===== src/rtl/hsx_pkg.sv =====
// Shared types for the byte handshake engine.
// Assumes 8-bit bytes throughout.
package hsx_pkg;

    localparam int BYTE_W = 8;

    typedef logic [BYTE_W-1:0] byte_t;

    // What the handshake logic decided to do on the current cycle
    typedef enum logic [2:0] {
        XFER_NONE = 3'd0,
        XFER_OUT  = 3'd1,   // collect shift register into buffer
        XFER_IN   = 3'd2,   // load shift register from reply
        XFER_SYNC = 3'd3,   // idle: request mirrors acknowledge
        XFER_END  = 3'd4    // in-progress just released
    } xfer_kind_t;

endpackage


===== src/rtl/hsx_edge.sv =====
// Keeps the previous sample of the two host handshake lines and reports
// changes against the current sample. Assumes the lines are already
// synchronous to clk. The registers reset to the idle (high) level.
module hsx_edge (
    input  logic clk,
    input  logic rst_n,
    input  logic tip_n,
    input  logic ack_n,
    output logic prev_tip_n,
    output logic moved,
    output logic ack_moved
);

    logic prev_ack_n;

    // Register last-cycle line levels for edge detection
    always_ff @(posedge clk) begin
        if (!rst_n) begin
            prev_tip_n <= 1'b1;
            prev_ack_n <= 1'b1;
        end else begin
            prev_tip_n <= tip_n;
            prev_ack_n <= ack_n;
        end
    end

    // Any change on either line, and acknowledge change alone
    always_comb begin
        ack_moved = (ack_n != prev_ack_n);
        moved     = ack_moved || (tip_n != prev_tip_n);
    end

endmodule


===== src/rtl/hsx_collect.sv =====
// Outbound collection buffer. Appends one byte per push until DEPTH
// bytes are held; pushes beyond that are dropped. clear empties the
// count (contents are kept). Assumes push and clear are never both high.
module hsx_collect #(
    parameter int DEPTH = 16,
    localparam int AW   = $clog2(DEPTH),
    localparam int CW   = $clog2(DEPTH + 1)
) (
    input  logic                 clk,
    input  logic                 rst_n,
    input  logic                 push,
    input  hsx_pkg::byte_t       push_data,
    input  logic                 clear,
    input  logic [AW-1:0]        rd_addr,
    output hsx_pkg::byte_t       rd_data,
    output logic [CW-1:0]        count,
    output logic                 full
);

    hsx_pkg::byte_t mem [DEPTH];

    // Buffer is full when the count reaches the depth
    always_comb full = (count == CW'(DEPTH));

    // Byte storage: write the next free slot
    always_ff @(posedge clk) begin
        if (push && !full)
            mem[count[AW-1:0]] <= push_data;
    end

    // Fill count: advance on push, return to zero on clear
    always_ff @(posedge clk) begin
        if (!rst_n)
            count <= '0;
        else if (clear)
            count <= '0;
        else if (push && !full)
            count <= count + CW'(1);
    end

    // Asynchronous read port for the packet consumer
    always_comb rd_data = mem[rd_addr];

endmodule


===== src/rtl/hsx_reply.sv =====
// Inbound reply buffer. Bytes are written by address. arm records a
// length clamped to DEPTH and rewinds the read index. advance steps the
// index. Assumes advance is only raised while pending is high.
module hsx_reply #(
    parameter int DEPTH  = 128,
    parameter int LEN_W  = 8,
    localparam int AW    = $clog2(DEPTH),
    localparam int IW    = $clog2(DEPTH + 1)
) (
    input  logic                 clk,
    input  logic                 rst_n,
    input  logic                 wr_en,
    input  logic [AW-1:0]        wr_addr,
    input  hsx_pkg::byte_t       wr_data,
    input  logic                 arm,
    input  logic [LEN_W-1:0]     arm_len,
    input  logic                 advance,
    output hsx_pkg::byte_t       cur_data,
    output logic                 pending,
    output logic                 last
);

    hsx_pkg::byte_t mem [DEPTH];
    logic [IW-1:0]  len_q;
    logic [IW-1:0]  idx_q;
    logic [IW-1:0]  arm_len_clamped;

    // Byte storage written by the reply producer
    always_ff @(posedge clk) begin
        if (wr_en)
            mem[wr_addr] <= wr_data;
    end

    // Clamp the requested length to the buffer depth
    always_comb begin
        if (32'(arm_len) > DEPTH)
            arm_len_clamped = IW'(DEPTH);
        else
            arm_len_clamped = IW'(arm_len);
    end

    // Length and read index: arm rewinds, advance steps
    always_ff @(posedge clk) begin
        if (!rst_n) begin
            len_q <= '0;
            idx_q <= '0;
        end else if (arm) begin
            len_q <= arm_len_clamped;
            idx_q <= '0;
        end else if (advance) begin
            idx_q <= idx_q + IW'(1);
        end
    end

    // Current byte and delivery status
    always_comb begin
        pending  = (idx_q < len_q);
        last     = ((idx_q + IW'(1)) == len_q);
        cur_data = mem[idx_q[AW-1:0]];
    end

endmodule


===== src/rtl/hsx_link_engine.sv =====
// Device side of a three-line active-low byte handshake. Handshake steps
// (any change on in-progress or acknowledge while in-progress is low)
// move one byte between the shift register and the collection or reply
// buffer, selected by dir_out. Assumes the host lines are synchronous
// and idle (high) while reset is applied.
module hsx_link_engine #(
    parameter int OB_DEPTH = 16,
    parameter int RB_DEPTH = 128,
    parameter int LEN_W    = 8,
    localparam int OB_AW   = $clog2(OB_DEPTH),
    localparam int OB_CW   = $clog2(OB_DEPTH + 1),
    localparam int RB_AW   = $clog2(RB_DEPTH)
) (
    input  logic             clk,
    input  logic             rst_n,
    input  logic             tip_n,
    input  logic             ack_n,
    output logic             req_n,
    input  logic             dir_out,
    input  logic             sr_wr,
    input  logic [7:0]       sr_wdata,
    output logic [7:0]       sr_q,
    output logic             sr_flag,
    input  logic             flag_clr,
    input  logic             rpl_we,
    input  logic [RB_AW-1:0] rpl_addr,
    input  logic [7:0]       rpl_wdata,
    input  logic             rpl_go,
    input  logic [LEN_W-1:0] rpl_len,
    input  logic [OB_AW-1:0] ob_raddr,
    output logic [7:0]       ob_rdata,
    output logic             pkt_done,
    output logic [OB_CW-1:0] pkt_len
);

    import hsx_pkg::*;

    logic             prev_tip_n;
    logic             moved;
    logic             ack_moved;
    logic [OB_CW-1:0] ob_count;
    logic             ob_full;
    byte_t            rb_data;
    logic             rb_pending;
    logic             rb_last;
    xfer_kind_t       kind;

    hsx_edge u_edge (
        .clk        (clk),
        .rst_n      (rst_n),
        .tip_n      (tip_n),
        .ack_n      (ack_n),
        .prev_tip_n (prev_tip_n),
        .moved      (moved),
        .ack_moved  (ack_moved)
    );

    hsx_collect #(.DEPTH(OB_DEPTH)) u_collect (
        .clk       (clk),
        .rst_n     (rst_n),
        .push      (kind == XFER_OUT),
        .push_data (sr_q),
        .clear     (kind == XFER_END),
        .rd_addr   (ob_raddr),
        .rd_data   (ob_rdata),
        .count     (ob_count),
        .full      (ob_full)
    );

    hsx_reply #(.DEPTH(RB_DEPTH), .LEN_W(LEN_W)) u_reply (
        .clk      (clk),
        .rst_n    (rst_n),
        .wr_en    (rpl_we),
        .wr_addr  (rpl_addr),
        .wr_data  (rpl_wdata),
        .arm      (rpl_go),
        .arm_len  (rpl_len),
        .advance  (kind == XFER_IN && !rpl_go),
        .cur_data (rb_data),
        .pending  (rb_pending),
        .last     (rb_last)
    );

    // Classify this cycle's handshake activity
    always_comb begin
        kind = XFER_NONE;
        if (!tip_n) begin
            if (moved) begin
                if (dir_out) begin
                    if (!ob_full)
                        kind = XFER_OUT;
                end else if (rb_pending) begin
                    kind = XFER_IN;
                end
            end
        end else if (prev_tip_n && ack_moved) begin
            kind = XFER_SYNC;
        end else if (!prev_tip_n) begin
            kind = XFER_END;
        end
    end

    // Request line: end of reply, sync mirror, or pending-data signal
    always_ff @(posedge clk) begin
        if (!rst_n)
            req_n <= 1'b1;
        else if (kind == XFER_IN && rb_last)
            req_n <= 1'b1;
        else if (kind == XFER_SYNC)
            req_n <= ack_n;
        else if (tip_n && rb_pending)
            req_n <= 1'b0;
    end

    // Shift data register: reply load wins over a host write
    always_ff @(posedge clk) begin
        if (!rst_n)
            sr_q <= '0;
        else if (kind == XFER_IN)
            sr_q <= rb_data;
        else if (sr_wr)
            sr_q <= sr_wdata;
    end

    // Interrupt flag: any accepted activity sets, clear strobe resets
    always_ff @(posedge clk) begin
        if (!rst_n)
            sr_flag <= 1'b0;
        else if (kind != XFER_NONE)
            sr_flag <= 1'b1;
        else if (flag_clr)
            sr_flag <= 1'b0;
    end

    // Packet-complete pulse with the collected byte count
    always_ff @(posedge clk) begin
        if (!rst_n) begin
            pkt_done <= 1'b0;
            pkt_len  <= '0;
        end else begin
            pkt_done <= (kind == XFER_END) && (ob_count != '0);
            pkt_len  <= ob_count;
        end
    end

endmodule


===== config.mk =====
export PLATFORM = sky130hd
export DESIGN_NAME = hsx_link_engine
export DESIGN_NICKNAME = d
export VERILOG_FILES = /design/src/rtl/hsx_pkg.sv /design/src/rtl/hsx_edge.sv /design/src/rtl/hsx_collect.sv /design/src/rtl/hsx_reply.sv /design/src/rtl/hsx_link_engine.sv
export SDC_FILE = /design/constraint.sdc
export NUM_CORES = 1
export LEC_CHECK = 0
export BUFFER_PORTS_ARGS = -buffer_cell sky130_fd_sc_hd__buf_2
export CAP_MARGIN = 20
export CELL_PAD_IN_SITES_DETAIL_PLACEMENT = 1
export CELL_PAD_IN_SITES_GLOBAL_PLACEMENT = 1
export CORE_MARGIN = 2
export CORE_UTILIZATION = 60
export CTS_CLUSTER_DIAMETER = 50
export DETAILED_ROUTE_END_ITERATION = 8
export PLACE_DENSITY = 0.95
export SLEW_MARGIN = 20
export SYNTH_ARGS = -nofsm -noshare
export SYNTH_HDL_FRONTEND = slang
export SYNTH_SLANG_ARGS = --single-unit

===== constraint.sdc =====
create_clock -name clk -period 6.5 [get_ports clk]
set_input_delay 1.3 -clock clk [delete_from_list [all_inputs] [get_ports clk]]
set_output_delay 1.3 -clock clk [all_outputs]
set_load 0.01 [all_outputs]

[After elaboration in Yosys (flattened, before gate mapping)]
Memories as Yosys holds them, arrays and structs flattened. A register that Yosys moved wholly into a read port is not among the register bits.
Index checks and enable logic that the tools add are counted.
Word-level totals
  register bits after elaboration: 39
  memory bits (writable): 1152
  input bits: 44
  output and inout port bits: 24
  logic and storage cells: 62
  memories: 2
Operators by class
  add/subtract/negate cells: 2
  magnitude comparators: 2
  eq/ne operators: 8
  multiplexer cells: 20
  bitwise gates (word level): 1
  reductions and logical operators: 17
Memory list
  u_reply.mem: words 128, bits a word 8, read ports 1, clocked after memory_dff 1, write ports 1, line hsx_reply.sv:23  | hsx_pkg::byte_t mem [DEPTH];
  u_collect.mem: words 16, bits a word 8, read ports 1, clocked after memory_dff 0, write ports 1, line hsx_collect.sv:20  | hsx_pkg::byte_t mem [DEPTH];
Operators by type and width (count)
  8-bit two-way mux: 3
  3-bit two-way mux: 5
  7-bit two-way mux: 2
  1-bit two-way mux: 9
  8-bit by 1-bit adder with 8-bit output (second input constant): 1
  8-bit == test: 1
  8-bit > comparator (second input constant): 1
  8-bit less-than comparator: 1
  3-bit by 2-bit == test with 1-bit output (second input constant): 2
  1-bit logical AND: 6
  2-bit nonzero test: 3
  2-bit OR reduction: 3
  5-bit by 1-bit adder with 5-bit output (second input constant): 1
  5-bit == test (second input constant): 1
  5-bit nonzero test: 1
  3-bit by 1-bit == test with 1-bit output (second input constant): 1
  3-bit == test (second input constant): 1
  3-bit nonzero test: 1
  1-bit zero test: 2
  2-bit two-way mux: 1
  1-bit != test: 2
  1-bit logical OR: 1
  1-bit inverter: 1

[Depth between registers and ports, before layout]
  depth after elaboration: 9
  gate-level depth with buffers: 11

[Hierarchy]
A second synthesis with hierarchy kept.
Second synthesis, totals
  cells, all modules: 2345
  area, all modules: 46890.0 sq um
Modules (own cells, without submodules)
  hsx_reply: times used 1, cells each 2016, area an instance 40871.7 sq um, sequential area each 31209.9 sq um
  hsx_collect: times used 1, cells each 254, area an instance 5258.8 sq um, sequential area each 3943.8 sq um
  hsx_link_engine: times used 1, cells each 68, area an instance 683.2 sq um, sequential area each 320.3 sq um
  hsx_edge: times used 1, cells each 7, area an instance 76.3 sq um, sequential area each 40.0 sq um

[Worst setup path before layout]
No wires, ideal clock.
  kind: input to output
  start point: input ob_raddr[0]
  end point: output ob_rdata[0]
  data arrival time: 2.842 ns
  slack: 2.358 ns
  stages on the path: 4
  path buffers: 2
  path through: clkbuf_1 > buf_2 > mux4_2 > mux4_2
On the way
  cells in the longest elaborated chain, start to end: 1
Ends and longest elaborated chain
  from (decl): line hsx_link_engine.sv:30  | input logic [OB_AW-1:0] ob_raddr,
  memory read 16 x 8 bit
  to (decl): line hsx_link_engine.sv:31  | output logic [7:0] ob_rdata,
No other way between the ends.

[Worst setup path after layout]
  start point: input ob_raddr[0]
  end point: output ob_rdata[6]
The elaborated chain is that of the path after synthesis.

==> impl_metrics.tcl <==
set metrics [dict create \
    layout-drive-gt1-share 0.2601 \
    clock_sinks 1198 \
    synth_common_cells "edfxtp_1, mux4_2, nor2_1" \
    via_count 26380 \
    cts.path.max_buffers 3 \
    crit_top_cell "mux4_2" \
    yosysMostFrequentCell "edfxtp_1" \
    die-area_um2 81030 \
    p_comb_frac 0.028 \
    wl_per_cell_um 40.58 \
    async_reset_ff_frac 0 \
    vdd_drop_max_mv 0.2430 \
    pre_cts_slack_ns 1.709 \
    finalSetupTns_ns 0 \
    p_leak_nw 16.08 \
    die_w_um 284.7 \
    critPathCaptureType "output pin" \
    area_growth_pct 11.54 \
    synthTopCellsByArea "edfxtp_1, mux4_2, dfxtp_1, mux2i_1, nor2_1" \
    clock_power_share 0.455 \
    fp-row-count 102 \
    holdWs_ns 0.5209 \
    report.final.slew_viol_count 0 \
    worstPathArrival_ns 3.13 \
    yosys_most_used_dff "edfxtp_1" \
    worstSetupStartpointType "input pin" \
    relSlewSlack 0.2351 \
    ys_ff_latch 1198 \
    dr.pass1.iters 6 \
    yosysWarnings 0 \
    cts_hold_buffers 0 \
    post-route-period-util 0.6819 \
    path_cells "buf_4 > mux4_2 > mux4_2 > buf_2" \
    critPathKind "input pin to output pin" \
    io_buffers 67 \
    initial_utilization 0.6081 \
    remaining_drc_errors 0 \
    place_congestion 0.8531 \
    grt_setup_unrepaired "false" \
    fillers 6053 \
    cp_max_fo 32 \
    fin_skew_ns 0.04004 \
    final-setup-viol-count 0 \
    max_freq_ghz 0.2256 \
    fp.dieH_um 284.7 \
    seq_area_frac_synth 0.7514 \
    critPathMaxStageDelay_ns 0.64 \
    seqPwrFrac 0.517 \
    groute.usage.overall 0.3615 \
    cp_slowest_cell "mux4_2" \
    required_ns 5.20 \
    grt_pass1_wl_um 206200 \
    yosysTopAreaCellShare 0.7319 \
    path_clk_slew_ns 0.06 \
    cts-root-buf "clkbuf_16" \
    syn-cell-area_um2 47260 \
    antenna_found_initial 10 \
    grt_overflow 0 \
    synth_cell_types 76 \
    period_minus_slack_ns 4.433 \
    ios 68 \
    p_per_area_nw_per_um2 313.9 \
    power.internal_mw 12.90 \
    viasPerCell 7.427 \
    setup_slack_ns 2.067 \
    grt_max_degree 109 \
    synthCells 2290 \
    path_buf_inv 2 \
    syn_area_per_cell_um2 20.64 \
    core_area_um2 77720 \
    dpl.cell_count 3323 \
    status "finished, final reports clean" \
    routed_wirelength_um 144100 \
    drv_cap 0 \
    hold_viol_final 0 \
    hpwl_um 79370 \
    net-switching-power_mw 3.647 \
    dr.first_iter.drc_count 4468 \
    swShare 0.2204 \
    clkLatencyLatePin_ns 0.74 \
    syn_nets 2348 \
    synth_edf_count 1152 \
    ant_nets 0 \
    finalNonFillerCells 3552 \
    cts_tree "built" \
    cts_resized 0 \
    post-route-util 0.6783 \
    crit_family "multiplexers" \
    yosys.area.top_type "edfxtp_1" \
    grt_pass1_vias 27220 \
    tritoncts.num_buffers 119 \
    htreeDepth 3 \
    nNetsFinal 2463 \
    worst_pin_slew_ns 1.137 \
    hold_class "flop to flop" \
    cts_setup_buffers 0 \
]
==> per-stage QoR <==
stage | cell area, µm² | power [mW]
after floorplan | 47260 | 8.901
after CTS | 52650 | 16.52
after global placement | 48430 | 9.092
after global routing | 52710 | 16.77
after detailed placement | 48430 | 9.143
final | 52720 | 16.55
==> registers in the layout (all words and copies together), names as in the netlist, named ones only <==
register	flops
u_reply.len_q	8
pkt_len	5
sr_q	8
u_collect.count	5
u_reply.mem	1024
u_collect.mem	128
sr_flag	1
req_n	1
u_edge.prev_tip_n	1
u_reply.idx_q	8
u_edge.prev_ack_n	1
pkt_done	1
==> layout by cell type, fill, tap and decap left out, types with 16 or more instances in the layout <==
cell type,count
nor3_1,22
mux4_2,291
dfxtp_1,42
a211oi_1,16
nor2_1,181
clkinvlp_4,18
edfxtp_1,1152
nand3_1,33
nand2_1,53
clkbuf_16,126
bufinv_16,17
buf_2,58
inv_1,17
buf_4,44
nor2b_1,29
a22oi_1,17
mux2i_1,73
o21ai_0,17
o22ai_1,24
clkinv_2,21
==> layout make-up <==
| cell class | count | area [µm²] | share of cell area |
|---|---|---|---|
| sequential | 1198 | 35530 | 0.6739 |
| timing repair buffer | 110 | 753.2 | 0.01429 |
| tap | 1040 | 1301 | 0.02468 |
| antenna | 1 | 2.502 | 0.00004747 |
| clock buffer | 140 | 3216 | 0.06100 |
| multi-input combinational | 959 | 10840 | 0.2057 |
| clock inverter | 87 | 1010 | 0.01915 |
| inverter | 17 | 63.81 | 0.001210 |
==> metal layers <==
layer / part of all wire / global-route usage / vias to the layer above
met5: 0.00077 / 0 / -
met4: 0.066 / 0.1930 / 16
met3: 0.11 / 0.08403 / 637
met2: 0.49 / 0.5889 / 2508
met1: 0.33 / 0.4560 / 13540
li1: - / - / 9684
==> power groups by stage <==
stage / Clock, mW / Combinational [mW] / Sequential (mW)
final: 7.54 / 0.457 / 8.56
after global routing: 7.75 / 0.472 / 8.55
after CTS: 7.52 / 0.443 / 8.56
after detailed placement: 0 / 0.425 / 8.72
after global placement: 0 / 0.384 / 8.71
after floorplan: 0 / 0.208 / 8.69
==> worst paths after layout <==
kind	startpoint	to	slack [ns]	cells past startpoint
setup / recovery	ob_raddr[0]	ob_rdata[6]	2.07	4
hold / removal	u_reply.len_q[0]	u_reply.len_q[0]	0.52	1
setup reg to reg	flop	sr_q[0]	2.61	7
hold reg to reg	u_reply.len_q[0]	u_reply.len_q[0]	0.52	1
==> worst reg2reg max path, stage by stage (launching register included) <==
cell	delay (ns)
dfxtp_4	0.99
buf_12	0.52
mux4_2	0.49
o22a_1	0.22
o221ai_1	0.28
nor4_1	0.93
nor4_1	0.16
nor3_1	0.23
==> cells by family (layout without fill, tap and decap cells) <==
logic type	after synthesis	count (layout)	synth area share
simple gates	403	403	0.04143
xor+xnor	22	22	0.004077
fa+ha+maj	14	14	0.003706
mux	379	379	0.1577
other cells	0	1	0
compound gates	141	141	0.02210
flops	1198	1198	0.7514
buf+inv	133	354	0.01959
No activity file was read; power rests on OpenSTA's default activity.
